<file path="config.mk">
export PLATFORM = sky130hd
export DESIGN_NAME = edo_dram_ctrl
export DESIGN_NICKNAME = d
export VERILOG_FILES = /design/src/rtl/edo_pkg.sv /design/src/rtl/edo_ref_timer.sv /design/src/rtl/edo_seq.sv /design/src/rtl/edo_dram_ctrl.sv
export SDC_FILE = /design/constraint.sdc
export NUM_CORES = 1
export LEC_CHECK = 0
export BUFFER_PORTS_ARGS = -buffer_cell sky130_fd_sc_hd__clkbuf_2
export CAP_MARGIN = 20
export CORE_AREA = 2 2 134 136
export CTS_CLUSTER_DIAMETER = 200
export DETAILED_ROUTE_END_ITERATION = 16
export DIE_AREA = 0 0 136 138
export GPL_ROUTABILITY_DRIVEN = 0
export SYNTH_ARGS = -nofsm -noshare
export SYNTH_HDL_FRONTEND = slang
export SYNTH_SLANG_ARGS = --single-unit
</file>
<file path="constraint.sdc">
create_clock -name clk -period 4.1 [get_ports clk]
set_input_delay 0.82 -clock clk [delete_from_list [all_inputs] [get_ports clk]]
set_output_delay 0.82 -clock clk [all_outputs]
set_load 0.01 [all_outputs]
</file>
<file path="src/rtl/edo_pkg.sv">
`timescale 1ns/1ps
package edo_pkg;
    localparam int ROW_W  = 10;
    localparam int COL_W  = 10;
    localparam int ADDR_W = ROW_W + COL_W;
    localparam int DATA_W = 16;
    localparam int LANES  = 2;

    typedef enum logic [3:0] {
        ST_PWRUP, ST_IDLE, ST_ROW, ST_COL, ST_CASPRE,
        ST_PSET, ST_PRE, ST_RCAS, ST_RRAS, ST_RPRE
    } edo_state_e;

    typedef struct packed {
        logic [ROW_W-1:0]  row;
        logic [COL_W-1:0]  col;
        logic              wr;
        logic [LANES-1:0]  be;
        logic [DATA_W-1:0] wdata;
    } edo_req_t;

    typedef struct packed {
        logic ras_n;
        logic cas_l_n;
        logic cas_h_n;
        logic we_n;
        logic oe_n;
        logic dq_oe;
    } edo_pins_t;

    function automatic int max_of(input int a, input int b);
        return (a > b) ? a : b;
    endfunction

    function automatic edo_req_t make_req(input logic [ADDR_W-1:0] a, input logic wr,
                                          input logic [LANES-1:0] be,
                                          input logic [DATA_W-1:0] d);
        edo_req_t r;
        r.row   = a[ADDR_W-1:COL_W];
        r.col   = a[COL_W-1:0];
        r.wr    = wr;
        r.be    = be;
        r.wdata = d;
        return r;
    endfunction
endpackage

</file>
<file path="src/rtl/edo_ref_timer.sv">
`timescale 1ns/1ps
module edo_ref_timer #(
    parameter int REF_INTERVAL = 1560
) (
    input  logic clk,
    input  logic rst,
    input  logic ref_ack,
    output logic ref_pending
);
    localparam int RW = $clog2(REF_INTERVAL + 1);

    logic [RW-1:0] cnt;
    logic          expire;

    assign expire = (cnt == '0);

    always_ff @(posedge clk) begin
        if (rst) begin
            cnt         <= RW'(REF_INTERVAL - 1);
            ref_pending <= 1'b0;
        end else begin
            cnt         <= expire ? RW'(REF_INTERVAL - 1) : cnt - 1'b1;
            ref_pending <= expire | (ref_pending & ~ref_ack);
        end
    end

    // a served refresh request is dropped unless a new one arrives at once
    assert_ack_clears_R4: assert property (@(posedge clk) disable iff (rst)
        (ref_ack && !expire) |=> !ref_pending);
endmodule

</file>
<file path="src/rtl/edo_seq.sv">
`timescale 1ns/1ps
module edo_seq
    import edo_pkg::*;
#(
    parameter int PWRUP_CYC = 20000,
    parameter int INIT_REFS = 8,
    parameter int T_RCD     = 2,
    parameter int T_RD      = 4,
    parameter int T_WR      = 2,
    parameter int T_CP      = 1,
    parameter int T_RP      = 4,
    parameter int T_CSR     = 1,
    parameter int T_RAS     = 5
) (
    input  logic              clk,
    input  logic              rst,
    input  logic              host_valid,
    input  edo_req_t          host_req,
    output logic              host_ready,
    input  logic              ref_pending,
    output logic              ref_ack,
    output edo_pins_t         pins,
    output logic [ROW_W-1:0]  addr,
    output logic [DATA_W-1:0] dq_out,
    input  logic [DATA_W-1:0] dq_in,
    output logic [DATA_W-1:0] rdata,
    output logic              rvalid
);
    localparam int MAXD = max_of(PWRUP_CYC, max_of(max_of(T_RCD, T_RD),
                          max_of(max_of(T_WR, T_CP), max_of(T_RP, max_of(T_CSR, T_RAS)))));
    localparam int CW = $clog2(MAXD + 1);
    localparam int IW = $clog2(INIT_REFS + 1);

    edo_state_e    state, state_nxt;
    edo_req_t      cur, cur_nxt;
    logic [CW-1:0] cnt;
    logic [IW-1:0] init_left, init_nxt;
    logic          last, init_done, idle_go, page_go, accept;

    function automatic logic [CW-1:0] dur(input edo_state_e s, input logic wr);
        int d;
        case (s)
            ST_PWRUP:  d = PWRUP_CYC;
            ST_ROW:    d = T_RCD;
            ST_COL:    d = wr ? T_WR : T_RD;
            ST_CASPRE: d = T_CP;
            ST_PRE:    d = T_RP;
            ST_RCAS:   d = T_CSR;
            ST_RRAS:   d = T_RAS;
            ST_RPRE:   d = T_RP;
            default:   d = 1;
        endcase
        return CW'(d - 1);
    endfunction

    assign last      = (cnt == '0);
    assign init_done = (init_left == '0);
    assign idle_go   = (state == ST_IDLE) && init_done && !ref_pending;
    assign page_go   = (state == ST_CASPRE) && last && !ref_pending && (host_req.row == cur.row);
    assign host_ready = idle_go || page_go;
    assign accept    = host_valid && host_ready;
    assign ref_ack   = (state == ST_IDLE) && init_done && ref_pending;

    always_comb begin
        state_nxt = state;
        cur_nxt   = cur;
        init_nxt  = init_left;
        if (accept) cur_nxt = host_req;
        case (state)
            ST_PWRUP:  if (last) state_nxt = ST_RCAS;
            ST_IDLE: begin
                if (ref_ack)     state_nxt = ST_RCAS;
                else if (accept) state_nxt = ST_ROW;
            end
            ST_ROW:    if (last) state_nxt = ST_COL;
            ST_COL:    if (last) state_nxt = ST_CASPRE;
            ST_CASPRE: if (last) state_nxt = accept ? ST_PSET : ST_PRE;
            ST_PSET:   state_nxt = ST_COL;
            ST_PRE:    if (last) state_nxt = ST_IDLE;
            ST_RCAS:   if (last) state_nxt = ST_RRAS;
            ST_RRAS:   if (last) state_nxt = ST_RPRE;
            ST_RPRE: begin
                if (last) begin
                    if (init_left != '0) init_nxt = init_left - 1'b1;
                    state_nxt = (init_left > IW'(1)) ? ST_RCAS : ST_IDLE;
                end
            end
            default:   state_nxt = ST_IDLE;
        endcase
    end

    always_ff @(posedge clk) begin
        if (rst) begin
            state     <= ST_PWRUP;
            cnt       <= CW'(PWRUP_CYC - 1);
            cur       <= '0;
            init_left <= IW'(INIT_REFS);
        end else begin
            state     <= state_nxt;
            cur       <= cur_nxt;
            init_left <= init_nxt;
            if (state_nxt != state) cnt <= dur(state_nxt, cur_nxt.wr);
            else if (!last)         cnt <= cnt - 1'b1;
        end
    end

    // Strobe and bus decode from the current state
    always_comb begin
        pins   = '{ras_n: 1'b1, cas_l_n: 1'b1, cas_h_n: 1'b1, we_n: 1'b1, oe_n: 1'b1, dq_oe: 1'b0};
        addr   = '0;
        dq_out = cur.wdata;
        case (state)
            ST_ROW: begin
                pins.ras_n = 1'b0;
                pins.we_n  = ~cur.wr;
                pins.dq_oe = cur.wr;
                addr       = cur.row;
            end
            ST_COL: begin
                pins.ras_n   = 1'b0;
                pins.cas_l_n = cur.wr ? ~cur.be[0] : 1'b0;
                pins.cas_h_n = cur.wr ? ~cur.be[1] : 1'b0;
                pins.we_n    = ~cur.wr;
                pins.oe_n    = cur.wr;
                pins.dq_oe   = cur.wr;
                addr         = cur.col;
            end
            ST_CASPRE, ST_PSET: begin
                pins.ras_n = 1'b0;
                pins.we_n  = ~cur.wr;
                pins.dq_oe = cur.wr;
                addr       = cur.col;
            end
            ST_RCAS: begin
                pins.cas_l_n = 1'b0;
                pins.cas_h_n = 1'b0;
            end
            ST_RRAS: begin
                pins.ras_n   = 1'b0;
                pins.cas_l_n = 1'b0;
                pins.cas_h_n = 1'b0;
            end
            default: ;
        endcase
    end

    always_ff @(posedge clk) begin
        if (rst) begin
            rdata  <= '0;
            rvalid <= 1'b0;
        end else begin
            rvalid <= (state == ST_COL) && last && !cur.wr;
            if ((state == ST_COL) && last && !cur.wr) rdata <= dq_in;
        end
    end

    assert_no_bus_fight_R6: assert property (@(posedge clk) disable iff (rst)
        !(pins.dq_oe && !pins.oe_n));

    assert_cbr_order_R5: assert property (@(posedge clk) disable iff (rst)
        ($fell(pins.ras_n) && !pins.cas_l_n) |-> (!$past(pins.cas_l_n) && !$past(pins.cas_h_n) && pins.we_n));

    assert_early_write_R7: assert property (@(posedge clk) disable iff (rst)
        (($fell(pins.cas_l_n) || $fell(pins.cas_h_n)) && !pins.we_n) |-> !$past(pins.we_n));

    assert_lanes_together_R3: assert property (@(posedge clk) disable iff (rst)
        ($fell(pins.cas_l_n) && !pins.cas_h_n) |-> $fell(pins.cas_h_n));

    assert_col_addr_stable_R1: assert property (@(posedge clk) disable iff (rst)
        (!pins.ras_n && !pins.cas_l_n && $past(!pins.ras_n && !pins.cas_l_n)) |-> $stable(addr));
endmodule

</file>
<file path="src/rtl/edo_dram_ctrl.sv">
`timescale 1ns/1ps
module edo_dram_ctrl
    import edo_pkg::*;
#(
    parameter int PWRUP_CYC    = 20000,
    parameter int INIT_REFS    = 8,
    parameter int REF_INTERVAL = 1560,
    parameter int T_RCD        = 2,
    parameter int T_RD         = 4,
    parameter int T_WR         = 2,
    parameter int T_CP         = 1,
    parameter int T_RP         = 4,
    parameter int T_CSR        = 1,
    parameter int T_RAS        = 5
) (
    input  logic        clk,
    input  logic        rst,
    input  logic        host_valid,
    output logic        host_ready,
    input  logic [19:0] host_addr,
    input  logic        host_write,
    input  logic [15:0] host_wdata,
    input  logic [1:0]  host_be,
    output logic [15:0] host_rdata,
    output logic        host_rvalid,
    output logic        dram_ras_n,
    output logic        dram_cas_l_n,
    output logic        dram_cas_h_n,
    output logic        dram_we_n,
    output logic        dram_oe_n,
    output logic [9:0]  dram_addr,
    output logic [15:0] dram_dq_out,
    input  logic [15:0] dram_dq_in,
    output logic        dram_dq_oe
);
    edo_req_t  req;
    edo_pins_t pins;
    logic      ref_pending, ref_ack;

    assign req = make_req(host_addr, host_write, host_be, host_wdata);

    edo_ref_timer #(.REF_INTERVAL(REF_INTERVAL)) u_timer (
        .clk(clk), .rst(rst), .ref_ack(ref_ack), .ref_pending(ref_pending)
    );

    edo_seq #(
        .PWRUP_CYC(PWRUP_CYC), .INIT_REFS(INIT_REFS), .T_RCD(T_RCD), .T_RD(T_RD),
        .T_WR(T_WR), .T_CP(T_CP), .T_RP(T_RP), .T_CSR(T_CSR), .T_RAS(T_RAS)
    ) u_seq (
        .clk(clk), .rst(rst), .host_valid(host_valid), .host_req(req),
        .host_ready(host_ready), .ref_pending(ref_pending), .ref_ack(ref_ack),
        .pins(pins), .addr(dram_addr), .dq_out(dram_dq_out), .dq_in(dram_dq_in),
        .rdata(host_rdata), .rvalid(host_rvalid)
    );

    assign dram_ras_n   = pins.ras_n;
    assign dram_cas_l_n = pins.cas_l_n;
    assign dram_cas_h_n = pins.cas_h_n;
    assign dram_we_n    = pins.we_n;
    assign dram_oe_n    = pins.oe_n;
    assign dram_dq_oe   = pins.dq_oe;
endmodule

</file>
==> results.md <==
* Status: completed
* Via Count at 4311
* Cells taking the most area after synthesis: dfxtp_1 38%, nand2_1 11%, a21oi_1 7.2%, xor2_1 4.0%, nor2_1 2.8%
* Final Core Density at 32.4%
* Hold Fails Final Rpt at 0
* Hold Path Depth at 1
* Ys flop type: dfxtp_1
* Cell area power density at 315 mW/mm2
* Worst VDD drop at 186 uV
* Yosys warnings at 0
* 1st-pass router iterations at 4
* CTS buffer count at 9
* CP cell instances: inv_1, ha_1, nor3b_1, nand4_1, buf_4, a21o_1, a211oi_2, nor2_1, o221ai_1, ha_1, ha_1, inv_1, a211o_1, o221a_2, o22ai_1
* PnR worst setup slack at 455 ps
* Most common cell after layout, fill and taps aside: nand2_1
* Clk slew on worst S/H paths at 70 ps
* Worst setup EP type: flop
* Longest Clk Path Bufs at 2
* Clk Latency, worst-skew pair at 340 ps
* GRT Total Usage at 13.5%
* Die Y at 138 um
* Setup crit start kind: flop
* Drt initial violations at 192
* Root buf cell: clkbuf_16
* Nets at 742
* HPWL Detailed at 8870 um
* Final ANT Viol Nets at 0
* Register bit total from synthesis at 91
* Row cnt at 49
* Layout cells sized above 1 at 23.4%
* DIE WIDTH at 136 um
* GRT overflow at 0
* Post-synth EDFFs at 0
* Die area at 0.0188 mm2
* Post-CTS resize count at 0
* Routing usage on met1 at 17.5%
* R2R cell count at 15
* Largest net degree at the start of global routing at 53
* Fin cells at 909
* FFs w/ async S/R, synth at 0%
* First-pass GRT wire length at 20700 um
* Register area share after synthesis at 38.2%
* Most frequent cells in the layout: 146 x nand2_1, 106 x clkbuf_2, 91 x dfxtp_1
* Fillers at 1925
* Post-CTS Setup Inserts at 0
* Crit path required time at 4360 ps
* Crit-path slowest cell: a211oi_2
* Vias in the first global route at 4132
* Place WS at 454 ps
* Avg Inst Size Synth at 8.06 um2
* RSZ-0062 raised after global routing: no
* Pins Over Slew Limit at 0
* M3 GR Usage at 3.30%
* Remaining DRCs at 0
* Worst Skew at 8.93 ps
* Max Clock Freq at 274 MHz
* Slew @ Worst Pin at 1010 ps
* Hold crit path type: flop to flop
* IO Pins at 108
* CTS Sinks at 91
* Worst Path Arrival at 3900 ps
* H-Tree Depth at 3
* Top cell type's share of synthesized area at 38.2%
* Placed Cells at 893
* Global route hottest layer: met2
* Max_cap viols at 0
* Number of endpoints failing setup at the final stage at 0
* P&R area growth vs syn at 19.3%
* Syn_nets at 658
* Antenna fix cells at 0
* Yosys cell types at 68
* Number of port buffers at 107
* Initial Util at 27.2%
* Final setup TNS at 0 ps
* Tcrit/Tclk final at 88.9%
* Core Region at 0.0175 mm2
* Post-Route WL at 12500 um
* CP max FO at 13
* Tmin final at 3650 ps
* Met2 Resource Use GR at 21.9%
* TritonCTS clock tree: yes
* Worst slew margin at 32.6%
* Design Power at 1790 uW
* Cells after Synth at 591
* Crit path top cell by count: ha_1
* Leakage at 0.00221 uW
* Hold Buf Count CTS at 0
* Vias per cell at 4.74
* Critical path type: flop to flop
* CP max stage delay at 460 ps
* Initial antenna violation count at 0
* Routed wire per std cell at 13.7 um
* Cell Area, Synth at 0.00477 mm2
* Cell taking the most area after synthesis: dfxtp_1
[report_power, final]
part           switching (uW)  internal [uW]
Clock                     374            453
Combinational            37.6           31.8
Sequential               5.28            889
[logic make-up (layout without fill, tap and decap cells)]
family | count (synthesis) | after routing | share of synthesized area [%]
compound gates | 126 | 126 | 18.0
flops | 91 | 91 | 38.2
xor+xnor | 32 | 32 | 5.88
mux | 10 | 10 | 2.10
buf+inv | 60 | 149 | 7.35
fa+ha+maj | 9 | 9 | 2.36
simple gates | 263 | 263 | 26.1
[synthesized netlist by cell type, types with 3 or more instances]
| library cell | number |
|---|---|
| dfxtp_1 | 91 |
| mux2i_1 | 10 |
| o21a_1 | 3 |
| nor4_1 | 11 |
| clkbuf_1 | 17 |
| buf_2 | 4 |
| xnor2_1 | 10 |
| nand3_1 | 7 |
| or2_2 | 3 |
| ha_1 | 9 |
| o31ai_1 | 5 |
| nand2_1 | 146 |
| nor3_1 | 14 |
| o22ai_1 | 5 |
| nor3b_1 | 4 |
| a22o_1 | 10 |
| a31oi_1 | 4 |
| nor2b_1 | 7 |
| a21oi_1 | 69 |
| o21ai_0 | 3 |
| xor2_1 | 22 |
| or3_1 | 7 |
| buf_6 | 7 |
| nor2_1 | 35 |
| inv_1 | 14 |
| nand4_1 | 4 |
| buf_4 | 16 |
[worst max-delay path, delay by kind of cell, from the launching register on]
kind	cells	cell delay, ps
and+or+nand+nor	3	670
adders and majority gates	3	610
buffers and inverters	3	370
AOI/OAI and AO/OA	6	1600
DFF	1	320
[registers in the layout (all words and copies together), names as in the netlist]
| name | cells |
|---|---|
| u_seq.cur | 23 |
| u_seq.dq_out | 16 |
| u_seq.rdata | 16 |
| u_seq.cnt | 15 |
| u_timer.cnt | 11 |
| u_seq.init_left | 4 |
| u_seq.state | 4 |
| u_seq.rvalid | 1 |
| u_timer.ref_pending | 1 |
[stage by stage]
stage | area (um2) | hold WS, ps
after global placement | 5390 | 425
after floorplan | 4770 | 396
final | 5690 | 434
after global routing | 5690 | 455
after detailed placement | 5390 | 422
after CTS | 5690 | 439
[layer usage]
layer,share of wire [%],vias up
met3,5.2,15
met2,47,112
met5,0,-
li1,-,2198
met1,46,1986
met4,1.5,0
[final timing paths]
check                                                from                         to  slack [ps]
worst min-delay path            u_timer.cnt[0]$_SDFF_PP1_  u_timer.cnt[0]$_SDFF_PP1_         430
worst max register to register  u_seq.cnt[0]$_SDFFE_PP1P_  u_seq.cnt[8]$_SDFFE_PP0P_         450
worst min register to register  u_timer.cnt[0]$_SDFF_PP1_  u_timer.cnt[0]$_SDFF_PP1_         430
worst max-delay path            u_seq.cnt[0]$_SDFFE_PP1P_  u_seq.cnt[8]$_SDFFE_PP0P_         450
[area by class of cell]
type / count / area (um2) / area share [%]
flip-flops and latches: 91 / 1820 / 32.0
multi-input cells: 440 / 2610 / 45.8
inverters: 14 / 52.6 / 0.924
clock inverters: 5 / 43.8 / 0.770
repair buffers: 119 / 626 / 11.0
clock buffers: 11 / 253 / 4.44
well taps: 229 / 287 / 5.04
No activity file was read; power rests on OpenSTA's default activity.
